**src/rtl/gen_alloc_pkg.sv**
```systemverilog
package gen_alloc_pkg;
  typedef enum logic {
    S_IDLE,
    S_SCAN
  } scan_state_e;

  function automatic int idx_w(input int n);
    return (n > 1) ? $clog2(n) : 1;
  endfunction
endpackage

```
**src/rtl/gen_cnt_bank.sv**
```systemverilog
module gen_cnt_bank
  import gen_alloc_pkg::*;
#(
  parameter int NUM_FRAMES = 4,
  parameter int NUM_GENS   = 4,
  parameter int NUM_PROCS  = 4,
  localparam int FRAME_W   = idx_w(NUM_FRAMES),
  localparam int GEN_W     = idx_w(NUM_GENS),
  localparam int CNT_W     = $clog2(NUM_PROCS + 1),
  localparam int NUM_CNT   = NUM_FRAMES * NUM_GENS
) (
  input  logic               clk_i,
  input  logic               rst_ni,
  input  logic               inc_v_i,
  input  logic [FRAME_W-1:0] inc_frame_i,
  input  logic [GEN_W-1:0]   inc_gen_i,
  input  logic               dec_v_i,
  input  logic [FRAME_W-1:0] dec_frame_i,
  input  logic [GEN_W-1:0]   dec_gen_i,
  output logic [NUM_CNT-1:0] zero_o,
  output logic               err_o
);
  localparam logic [CNT_W-1:0] CNT_MAX = CNT_W'(NUM_PROCS);

  logic [NUM_CNT-1:0] bad;
  logic               err_q;

  for (genvar f = 0; f < NUM_FRAMES; f++) begin : g_frame
    for (genvar g = 0; g < NUM_GENS; g++) begin : g_gen
      localparam int IDX = f * NUM_GENS + g;
      logic [CNT_W-1:0] cnt_q;
      logic             inc, dec, upd_ok_up, upd_ok_dn;

      assign inc = inc_v_i && (inc_frame_i == FRAME_W'(f)) && (inc_gen_i == GEN_W'(g));
      assign dec = dec_v_i && (dec_frame_i == FRAME_W'(f)) && (dec_gen_i == GEN_W'(g));
      assign upd_ok_up = inc && !dec && (cnt_q != CNT_MAX);
      assign upd_ok_dn = dec && !inc && (cnt_q != '0);
      assign bad[IDX]  = (inc && !dec && (cnt_q == CNT_MAX)) ||
                         (dec && !inc && (cnt_q == '0));
      assign zero_o[IDX] = (cnt_q == '0);

      always_ff @(posedge clk_i or negedge rst_ni) begin
        if (!rst_ni)        cnt_q <= '0;
        else if (upd_ok_up) cnt_q <= cnt_q + 1'b1;
        else if (upd_ok_dn) cnt_q <= cnt_q - 1'b1;
      end


      same_cycle_hold_chk: assert property (@(posedge clk_i) disable iff (!rst_ni)
        (inc && dec) |=> (cnt_q == $past(cnt_q)));

      cnt_bound_chk: assert property (@(posedge clk_i) disable iff (!rst_ni)
        cnt_q <= CNT_MAX);

      underflow_hold_chk: assert property (@(posedge clk_i) disable iff (!rst_ni)
        (dec && !inc && cnt_q == '0) |=> (cnt_q == '0));
    end
  end

  always_ff @(posedge clk_i or negedge rst_ni) begin
    if (!rst_ni)   err_q <= 1'b0;
    else if (|bad) err_q <= 1'b1;
  end
  assign err_o = err_q;


  err_sticky_chk: assert property (@(posedge clk_i) disable iff (!rst_ni)
    err_q |=> err_q);
endmodule

```
**src/rtl/gen_search.sv**
```systemverilog
module gen_search
  import gen_alloc_pkg::*;
#(
  parameter int NUM_FRAMES = 4,
  parameter int NUM_GENS   = 4,
  localparam int FRAME_W   = idx_w(NUM_FRAMES),
  localparam int GEN_W     = idx_w(NUM_GENS),
  localparam int STEP_W    = idx_w(NUM_GENS),
  localparam int NUM_CNT   = NUM_FRAMES * NUM_GENS
) (
  input  logic               clk_i,
  input  logic               rst_ni,
  input  logic               req_i,
  input  logic [FRAME_W-1:0] frame_i,
  input  logic [GEN_W-1:0]   cur_i,
  input  logic [NUM_CNT-1:0] zero_i,
  output logic               found_o,
  output logic [GEN_W-1:0]   gen_o,
  output logic               shoot_o
);
  localparam logic [GEN_W-1:0]  GEN_LAST  = GEN_W'(NUM_GENS - 1);
  localparam logic [STEP_W-1:0] STEP_LAST = STEP_W'(NUM_GENS - 1);

  scan_state_e         state_q;
  logic [FRAME_W-1:0]  frame_q;
  logic [GEN_W-1:0]    idx_q;
  logic [STEP_W-1:0]   step_q;
  logic [NUM_GENS-1:0] zrow;

  function automatic logic [GEN_W-1:0] nxt(input logic [GEN_W-1:0] v);
    return (v == GEN_LAST) ? '0 : v + 1'b1;
  endfunction

  assign zrow = zero_i[frame_q*NUM_GENS +: NUM_GENS];

  always_ff @(posedge clk_i or negedge rst_ni) begin
    if (!rst_ni) begin
      state_q <= S_IDLE;
      frame_q <= '0;
      idx_q   <= '0;
      step_q  <= '0;
      found_o <= 1'b0;
      gen_o   <= '0;
      shoot_o <= 1'b0;
    end else begin
      found_o <= 1'b0;
      shoot_o <= 1'b0;
      unique case (state_q)
        S_IDLE: if (req_i) begin
          frame_q <= frame_i;
          idx_q   <= nxt(cur_i);
          step_q  <= '0;
          state_q <= S_SCAN;
        end
        S_SCAN: begin
          if (zrow[idx_q]) begin
            found_o <= 1'b1;
            gen_o   <= idx_q;
            state_q <= S_IDLE;
          end else if (step_q == STEP_LAST) begin
            shoot_o <= 1'b1;
            state_q <= S_IDLE;
          end else begin
            idx_q  <= nxt(idx_q);
            step_q <= step_q + 1'b1;
          end
        end
        default: state_q <= S_IDLE;
      endcase
    end
  end


  excl_result_chk: assert property (@(posedge clk_i) disable iff (!rst_ni)
    !(found_o && shoot_o));

  found_pulse_chk: assert property (@(posedge clk_i) disable iff (!rst_ni)
    found_o |=> !found_o);

  scan_frame_hold_chk: assert property (@(posedge clk_i) disable iff (!rst_ni)
    (state_q == S_SCAN && step_q != STEP_LAST && !zrow[idx_q]) |=> $stable(frame_q));

  found_zero_chk: assert property (@(posedge clk_i) disable iff (!rst_ni)
    (state_q == S_SCAN && zrow[idx_q]) |=> (found_o && gen_o == $past(idx_q)));
endmodule

```
**src/rtl/gen_alloc.sv**
```systemverilog
module gen_alloc
  import gen_alloc_pkg::*;
#(
  parameter int NUM_FRAMES = 4,
  parameter int NUM_GENS   = 4,
  parameter int NUM_PROCS  = 4,
  localparam int FRAME_W   = idx_w(NUM_FRAMES),
  localparam int GEN_W     = idx_w(NUM_GENS)
) (
  input  logic               clk_i,
  input  logic               rst_ni,
  input  logic               ld_valid_i,
  input  logic [FRAME_W-1:0] ld_frame_i,
  input  logic [GEN_W-1:0]   ld_gen_i,
  input  logic               inv_valid_i,
  input  logic [FRAME_W-1:0] inv_frame_i,
  input  logic [GEN_W-1:0]   inv_gen_i,
  input  logic               regen_req_i,
  input  logic [FRAME_W-1:0] regen_frame_i,
  input  logic [GEN_W-1:0]   regen_cur_i,
  output logic               new_gen_valid_o,
  output logic [GEN_W-1:0]   new_gen_o,
  output logic               shootdown_o,
  output logic               err_o
);
  localparam int NUM_CNT = NUM_FRAMES * NUM_GENS;

  logic [NUM_CNT-1:0] zero;

  gen_cnt_bank #(
    .NUM_FRAMES(NUM_FRAMES),
    .NUM_GENS  (NUM_GENS),
    .NUM_PROCS (NUM_PROCS)
  ) u_bank (
    .clk_i      (clk_i),
    .rst_ni     (rst_ni),
    .inc_v_i    (ld_valid_i),
    .inc_frame_i(ld_frame_i),
    .inc_gen_i  (ld_gen_i),
    .dec_v_i    (inv_valid_i),
    .dec_frame_i(inv_frame_i),
    .dec_gen_i  (inv_gen_i),
    .zero_o     (zero),
    .err_o      (err_o)
  );

  gen_search #(
    .NUM_FRAMES(NUM_FRAMES),
    .NUM_GENS  (NUM_GENS)
  ) u_search (
    .clk_i  (clk_i),
    .rst_ni (rst_ni),
    .req_i  (regen_req_i),
    .frame_i(regen_frame_i),
    .cur_i  (regen_cur_i),
    .zero_i (zero),
    .found_o(new_gen_valid_o),
    .gen_o  (new_gen_o),
    .shoot_o(shootdown_o)
  );
endmodule

```
**config.mk**
```make
export PLATFORM = sky130hd
export DESIGN_NAME = gen_alloc
export DESIGN_NICKNAME = d
export VERILOG_FILES = /design/src/rtl/gen_alloc_pkg.sv /design/src/rtl/gen_cnt_bank.sv /design/src/rtl/gen_search.sv /design/src/rtl/gen_alloc.sv
export SDC_FILE = /design/constraint.sdc
export NUM_CORES = 1
export LEC_CHECK = 0
export ABC_AREA = 1
export CAP_MARGIN = 10
export CORE_UTILIZATION = 50
export CTS_CLUSTER_SIZE = 28
export DETAILED_ROUTE_END_ITERATION = 6
export PLACE_DENSITY = 0.78
export SYNTH_ARGS = -nofsm -noshare
export SYNTH_HDL_FRONTEND = slang
export SYNTH_SLANG_ARGS = --single-unit
```
**constraint.sdc**
```tcl
create_clock -name clk_i -period 2 [get_ports clk_i]
set_clock_uncertainty 0.05 [all_clocks]
set_input_delay 0.2 -clock clk_i [delete_from_list [all_inputs] [get_ports clk_i]]
set_output_delay 0.2 -clock clk_i [all_outputs]
set_load 0.01 [all_outputs]
```
# == Word level (Yosys, flattened, before mapping) ==
# Index checks and enable logic that the tools add are counted.
# classes
bitwise_logic,1
muxes,53
n_eq_ne,50
reduce_logical,240
addsub,35
n_lt_le_gt_ge,1
n_div,0
shifts,1
multipliers,0
# op_table
operator,n
$logic_and 1x1->1,136
$mux 3,32
$add 3x1->3 const B,16
$eq 3x3->1 const B,16
$logic_not 3->1,16
$ne 3x3->1 const B,16
$reduce_bool 3->1,16
$sub 3x1->3 const B,16
$logic_not 1->1,32
$reduce_bool 2->1,16
$eq 2x2->1 const B,11
$logic_or 1x1->1,16
$mux 2,8
$reduce_or 16->1,1
$shiftx 16x5->4,1
$mux 1,9
$eq 2x1->1 const B,4
$logic_not 2->1,4
$pmux 2 s2,2
$add 2x1->2 const B,3
$ne 2x2->1 const B,3
$reduce_and 2->1,2
$lt 2x3->1 const B,1
$reduce_and 3->1,1
other kinds (3),3
# totals
output_inout_bits,5
elab_cells,405
input_bits,17
mem_count,0
latch_bits,0
regBits,60
rom_bits,0
ram_bits,0

# == Depth between registers and ports, before layout ==
# Gate-level depths: netlist of the first run.
# logic_depth
word_depth,8
mapped_depth,11
ltp_nobuf,11

# == By module ==
# From an unflattened synthesis of the first run, not the netlist that was laid out.
# hier_totals
cells_unflattened,576
area_unflattened_um2,4327.9
# modules_own_cells
module,instances,cells_per_inst,seq_area_each_um2,area_each_um2
gen_cnt_bank,1,476,1226.2,3580.9
gen_search,1,100,275.3,747.0

# == Worst setup path before layout of the first run ==
# Ideal clock, no wire load.
# synth_path
path_type,reg2reg
from,register u_bank.g_frame[2].g_gen[2].cnt_q[2]
to,register u_bank.g_frame[2].g_gen[2].cnt_q[2]
path_slack_ns,0.277
setup_time_ns,0.131
arrival_ns,1.542
synth_period_minus_slack_ns,1.723
path_buffers,0
path_stages_with_launch,8
required_time_ns,1.819
cell_sequence,dfrtp_1 -> inv_1 -> nor3_1 -> nand3b_1 -> fa_1 -> o21ai_0 -> o21ai_0 -> xor2_1
# synth_via
elab_chain_len,3
word_cells_on_any_way,9
cone_classes,2 x add/sub; 1 x eq/ne; 2 x mux; 4 x reduce/logical
# synth_lines
item,line,text
start: declaration,gen_cnt_bank.sv:31,logic [CNT_W-1:0] cnt_q;
start signal: assignment,gen_cnt_bank.sv:44,else if (upd_ok_up) cnt_q <= cnt_q + 1'b1;
start signal: assignment,gen_cnt_bank.sv:45,else if (upd_ok_dn) cnt_q <= cnt_q - 1'b1;
"$sub 3x1->3, or another cell as far along",gen_cnt_bank.sv:45,
"$mux 3, or another cell as far along",gen_cnt_bank.sv:45,
$mux 3 or $reduce_bool 2->1 (tied branches),-,
# Parallel ways exist; a longest one is shown, timed or not. The select of a mux whose other input is x is not followed.
# A chain may end at the register's enable or synchronous reset.

# == Final worst setup path of the first run ==
# layout_path
from,input port ld_valid_i
to,register u_bank.g_frame[3].g_gen[2].cnt_q[2]
# layout_via
elab_chain_len,6
word_cells_on_any_way,9
cone_classes,1 x mux; 8 x reduce/logical
# layout_lines
item,line,text
start: declaration,gen_alloc.sv:12,"input logic ld_valid_i,"
$logic_and 1x1->1 * (2 in series),gen_cnt_bank.sv:34,assign inc = inc_v_i && (inc_frame_i == FRAME_W'(f)) && (inc_gen_i == GEN_W'(g));
$logic_not 1->1,gen_cnt_bank.sv:37,assign upd_ok_dn = dec && !inc && (cnt_q != '0);
$logic_and 1x1->1 (2 in series),gen_cnt_bank.sv:37,
$reduce_bool 2->1 (no source line),-,
end signal: assignment,gen_cnt_bank.sv:44,
end signal: assignment,gen_cnt_bank.sv:45,
end: declaration,gen_cnt_bank.sv:31,
# Mark *: on every way between the ends. The rest lies on a longest branch, timed or not.

==> results of run 1 <==
power breakdown:
group | switching, uW | internal (uW)
clock | 526 | 701
sequential | 699 | 1800
combinational | 1440 | 1060
cells by family (layout without fill, tap and decap cells):
family,Yosys count,in the layout,share of synthesized area
multiplexers,16,16,0.0491
adder cells (fa/ha/maj),19,19,0.0883
flip-flops,60,60,0.371
buffers and inverters,60,146,0.0565
XOR/XNOR,32,32,0.0692
AO/OA/AOI/OAI,35,35,0.0497
AND/OR/NAND/NOR,289,289,0.317
repair_timing:
| item | CTS | global route |
|---|---|---|
| hold endpoints to repair | 19 | 0 |
| resized for setup | 18 | 44 |
| hold buffers | 1 | 0 |
| pin swaps | 1 | 0 |
| buffers inserted | 2 | 0 |
| setup endpoints to repair | 16 | 28 |
registers in the layout (all words and copies together), names as in the netlist:
signal                      flops
u_bank.g_frame.g_gen.cnt_q     48
u_search.frame_q                2
u_search.gen_o                  2
u_search.idx_q                  2
u_search.step_q                 2
u_bank.err_o                    1
u_search.found_o                1
u_search.shoot_o                1
u_search.state_q                1
stage by stage:
stage | utilization | instance area, um2 | TNS (ns)
4_1_cts | 0.648 | 5030 | -0.151
5_1_grt | 0.666 | 5170 | -0.0779
2_1_floorplan | - | 4050 | 0
3_3_place_gp | 0.611 | 4740 | -9.32
3_5_place_dp | 0.611 | 4740 | -11.30
6_report | 0.666 | 5170 | 0
path summary, 6_finish.rpt:
kind	cells after the start	endpoint	slack, ns
min	2	u_bank.g_frame[2].g_gen[0].cnt_q[1]	0.31
max in group asynchronous	3	u_bank.g_frame[1].g_gen[0].cnt_q[1]	1.02
min reg2reg	1	u_bank.g_frame[2].g_gen[0].cnt_q[2]	0.43
min in group clk_i	3	u_search.frame_q[1]	0.39
max	10	u_bank.g_frame[3].g_gen[2].cnt_q[2]	0.09
max reg2reg	10	u_search.idx_q[1]	0.12
placed cells by master, fill, tap and decap left out, types with 12 or more instances in the layout:
master   instances
buf_4           47
dfrtp_1         60
fa_1            13
inv_1           53
nand2_1        117
nand2_2         12
nand3_1         65
nor2_1          42
o21ai_0         16
xor2_1          32
routing by layer:
layer	vias up	routed length, um	GRT usage
li1	1816	-	-
met1	1772	4320	0.306
met2	115	5010	0.425
met3	20	544	0.0721
met4	0	245	0.104
met5	-	0	0
final cells by class:
type                       instances  share of cell area
clock inverter                     6              0.0172
multi-input combinational        391               0.480
timing repair buffer              71               0.120
clock buffer                      10              0.0247
tap                              102              0.0247
sequential                        60               0.290
inverter                          59              0.0433
worst max-delay path, stage by stage:
cell and delay, ns:
clkdlybuf4s15_1 0.37, nand3_2 0.22, nor2_4 0.17, nand2_1 0.07
nor2_1 0.09, inv_1 0.08, fa_1 0.43, o21ai_0 0.17
o21ai_0 0.12, xor2_1 0.16
==> metrics.md, run 1 <==
| Metric | Value |
|---|---|
| Fin crit period | 1.91 ns |
| Num CTS Buffers | 9 |
| Top Ports | 22 |
| Max-cap violations | 0 |
| Final HPWL DP | 7350 um |
| Final nets | 628 |
| Power density cells | 1200 mW/mm2 |
| Fmax | 0.524 GHz |
| Endpoint type of the worst setup path | register |
| WP data required | 2.17 ns |
| Final Hold Fails | 0 |
| Cells after DPL | 680 |
| Starting DRT DRC Count | 246 |
| Setup ws final | 0.0924 ns |
| I/O Buffers | 21 |
| ANT cells | 0 |
| Clk Tree Root Cell | clkbuf_8 |
| FF/Latch Area | 0.00150 mm2 |
| Reg2reg start | u_search.frame_q[0] |
| Number of global-route vias before repair | 3644 |
| CTS H-Tree Depth | 3 |
| Worst slew margin relative to its limit | 0.645 |
| Routed len/inst | 14.5 um |
| Mean cell area of the mapped netlist | 7.93 um2 |
| Core area | 0.00777 mm2 |
| Yosys reg bits | 60 |
| Max-slew violation count | 0 |
| Height of the die | 92.0 um |
| Most frequent cells after synthesis | nand2_1, nand3_1, dfrtp_1 |
| Critical Path Source Type | input pin |
| Num rows | 32 |
| Via count | 3723 |
| Pre-antenna DRT Iters | 5 |
| Reg clk slew, reported paths | 0.07 ns |
| Worst hold path class | in -> async |
| Synth unique cells | 31 |
| Post-synth top flop | dfrtp_1 |
| Max VDD drop | 695 uV |
| Finished Layout Cells | 699 |
| Placer Congestion | 0.852 |
| Final ANT Viol Nets | 0 |
| EDFF count, synth | 0 |
| DRC | 0 |
| First-pass GRT wire length | 16400 um |
| Sequential element share of the synthesized area | 0.371 |
| Pin count of the biggest net entering global routing | 30 |
| Worst-Margin Slew | 0.533 ns |
| Synth Instances | 511 |
| Design Power | 6220 uW |
| Routed WL | 10100 um |
| Die width | 92.0 um |
| Crit path DAT | 2.08 ns |
| Critical path launch point | ld_valid_i |
| Leak Pwr | 0.00257 uW |
| Post-placement setup slack | -0.472 ns |
| GRT Residual Overflow | 0 |
| Area leader, netlist | dfrtp_1 |
| Die ar. | 0.00847 mm2 |
| Share of cells above drive strength 1 | 0.226 |
| Ys Warns | 0 |
| Crit share post-route | 0.954 |
| Fill count | 631 |
| CTS max path bufs | 2 |
| Initial Util | 0.522 |
| Gr usage total | 0.254 |
| Crit path kind | in -> reg |
| Hold slack | 0.308 ns |
| Area delta synth->final | 27.7% |
| Most common cell in the synthesized netlist | nand2_1 |
| Worst Path Max Fanout | 5 |
| Post-Syn Nets | 547 |
| Synth Cell Area | 0.00405 mm2 |
| Area of the multi-input gates | 0.00248 mm2 |
| Synth top area share | 0.371 |
| Initial antenna violation count | 0 |
| CTS tree | built |
| Synth top area cells | dfrtp_1, nand2_1, nand3_1, fa_1, xor2_1 |
| Async SR Flop Fraction | 1.00 |
| Skew-Pair Late Insertion Delay | 0.35 ns |
| # clock sinks | 60 |
| Outcome | complete, no violations |
| Setup violators final | 0 |
| Via density | 5.33 |
Note: power is estimated with default switching activity, not from simulation.
==> run 2, diff against run 1 <==
--- a/config.mk
+++ b/config.mk
@@ -10,7 +10,8 @@
 export CORE_UTILIZATION = 50
 export CTS_CLUSTER_SIZE = 28
 export DETAILED_ROUTE_END_ITERATION = 6
-export PLACE_DENSITY = 0.78
+export DONT_BUFFER_PORTS = 1
+export PLACE_DENSITY = 0.74
 export SYNTH_ARGS = -nofsm -noshare
 export SYNTH_HDL_FRONTEND = slang
 export SYNTH_SLANG_ARGS = --single-unit
==> run 2 against run 1 <==
  * Sequential power decreased by 2%
  * Count of clock-buffer cells in the layout shrank 1
  * Highest routed layer unchanged
  * Worst hold slack worse by 0.30 ns
  * Via count shrank 8.4%
  * Critical endpoint is now u_bank.g_frame[0].g_gen[2].cnt_q[2]
  * Cell count is 8.3% lower
  * Clock power barely moved
==> metrics.md, run 2 (synthesis gave the netlist of run 1 again) <==
| Metric | Value |
|---|---|
| Outcome | complete, no violations |
| Power density cells | 1320 mW/mm2 (+10%) |
| Skew-Pair Late Insertion Delay | 0.35 ns (about the same) |
| Routed WL | 9110 um (-9.9%) |
| Max-cap violations | 0 (unchanged) |
| Top Ports | 22 (unchanged) |
| Core area | 0.00777 mm2 (unchanged) |
| Crit path kind | reg -> reg |
| CTS max path bufs | 2 (unchanged) |
| WP data required | 2.17 ns (about the same) |
| Critical Path Source Type | register |
| Height of the die | 92.0 um (unchanged) |
| Via count | 3412 (-8.4%) |
| Crit share post-route | 0.945 (-0.00913) |
| Num CTS Buffers | 9 (unchanged) |
| Pre-antenna DRT Iters | 4 (-1) |
| Final Cell Area | 0.00453 mm2 (-12%) |
| Leak Pwr | 0.00221 uW (-14%) |
| Worst hold path class | in -> reg |
| # clock sinks | 60 (unchanged) |
| Gr usage total | 0.237 (-0.0167) |
| Design Power | 6000 uW (-3.6%) |
| Commonest non-fill, non-tap cell in the layout | nand2_1 |
| Final nets | 570 (-9.2%) |
| Initial Util | 0.522 (unchanged) |
| Area delta synth->final | 11.8% |
| Die ar. | 0.00847 mm2 (unchanged) |
| Pin count of the biggest net entering global routing | 61 (+100%) |
| Share of cells above drive strength 1 | 0.119 (-0.107) |
| Endpoint type of the worst setup path | register |
| Initial antenna violation count | 0 (unchanged) |
| Via density | 5.32 (about the same) |
| Starting DRT DRC Count | 310 (+26%) |
| Crit path DAT | 2.06 ns (-0.02 ns) |
| DRC | 0 (unchanged) |
| Final Hold Fails | 0 (unchanged) |
| Number of global-route vias before repair | 3462 (-5.0%) |
| First-pass GRT wire length | 15600 um (-5.1%) |
| FF/Latch Area | 0.00150 mm2 (unchanged) |
| Cells after DPL | 616 (-9.4%) |
| Max VDD drop | 813 uV (+17%) |
| GRT Residual Overflow | 0 (unchanged) |
| Final HPWL DP | 6710 um (-8.7%) |
| CTS tree | built |
| Most frequent cells in the layout | nand2_1, nand3_1, dfrtp_1 |
| Worst Path Max Fanout | 4 (-1) |
| Die width | 92.0 um (unchanged) |
| Max-slew violation count | 0 (unchanged) |
| Worst-Margin Slew | 0.337 ns (-0.196 ns) |
| Reg clk slew, reported paths | 0.07 ns (about the same) |
| Clk Tree Root Cell | clkbuf_8 |
| Num rows | 32 (unchanged) |
| Finished Layout Cells | 641 (-8.3%) |
| Area of the multi-input gates | 0.00233 mm2 (-6.2%) |
| Fin crit period | 1.89 ns (-0.0183 ns) |
| CTS H-Tree Depth | 3 (unchanged) |
| Routed len/inst | 14.2 um (-1.8%) |
| Final ANT Viol Nets | 0 (unchanged) |
| Max reg flops | 48 (unchanged) |
| Placer Congestion | 0.957 (+12%) |
| Setup violators final | 0 (unchanged) |
| Worst slew margin relative to its limit | 0.775 (+0.130) |
| Most flops, register | u_bank.g_frame.g_gen.cnt_q |
| Cell Area, Placed | 0.00420 mm2 (-11%) |
| ANT cells | 0 (unchanged) |
| Fmax | 0.529 GHz (+0.97%) |
| I/O Buffers | 0 (-100%) |
| Fill count | 694 (+10%) |
## run 2: cell types whose count changed in the layout (fill, tap and decap cells not counted), moves of 3 or more
cell             previous run  this run
buf_4                      47         9
nor2_1                     42        56
clkdlybuf4s50_1            10         0
dlymetal6s2s_1              9         0
nand3_1                    65        72
nor2_2                      9         2
nor2_4                      9         2
nand3_2                     6         1
inv_1                      53        56
nand2_1                   117       120
o21ai_0                    16        19
## run 2: metrics by stage
| step | hold WS, ns | TNS, ns | utilization | setup WS, ns |
|---|---|---|---|---|
| detailed placement | -0.144 | 0 | 0.541 | 0.0140 |
| finish | 0.0117 | 0 | 0.583 | 0.111 |
| floorplan | -0.146 | 0 | - | 0.277 |
| global placement | -0.143 | 0 | 0.541 | 0.137 |
| CTS | 0.00261 | 0 | 0.577 | 0.0667 |
| global route | 0.0000517 | -0.0566 | 0.583 | -0.0438 |
## run 2: timing repair
item	in CTS	in global routing
gates resized for setup	0	3
hold endpoints to repair	62	0
setup buffers	0	5
setup endpoints to repair	0	2
hold buffers	4	0
## run 2: metal layers
layer  share of wire  up-vias  track usage
met3           0.066       20       0.0821
met4           0.025        0       0.0885
li1                -     1689            -
met5               0        -            0
met2            0.48       93        0.385
met1            0.43     1610        0.291
## run 2: worst max-delay path, stage by stage (launching register included)
cell,delay [ns]
dfrtp_1,0.37
inv_1,0.09
nand3_1,0.14
nand3_2,0.14
fa_1,0.46
o21ai_0,0.20
o21ai_0,0.16
xor2_1,0.16
## run 2: layout make-up
type,instances,share of cell area
timing repair buffer,13,0.0276
clock buffer,9,0.0273
sequential,60,0.331
inverter,59,0.0489
clock inverter,7,0.0224
multi-input combinational,391,0.514
tap,102,0.0282
## run 2: power by group
part	internal, uW	switching [uW]	total (uW)
clock	706	525	1230
combinational	963	1350	2320
sequential	1800	648	2450
## run 2: final timing paths
check / from / to / depth (start not counted) / slack [ns]
min in group asynchronous: rst_ni / u_bank.g_frame[0].g_gen[2].cnt_q[2] / 2 / 0.36
min reg2reg: u_bank.g_frame[2].g_gen[0].cnt_q[2] / u_bank.g_frame[2].g_gen[0].cnt_q[2] / 1 / 0.42
max: u_bank.g_frame[0].g_gen[2].cnt_q[1] / u_bank.g_frame[0].g_gen[2].cnt_q[2] / 7 / 0.11
max reg2reg: u_bank.g_frame[0].g_gen[2].cnt_q[1] / u_bank.g_frame[0].g_gen[2].cnt_q[2] / 7 / 0.11
min: regen_cur_i[0] / u_search.idx_q[0] / 3 / 0.01
max in group asynchronous: rst_ni / u_bank.g_frame[2].g_gen[1].cnt_q[2] / 2 / 1.25
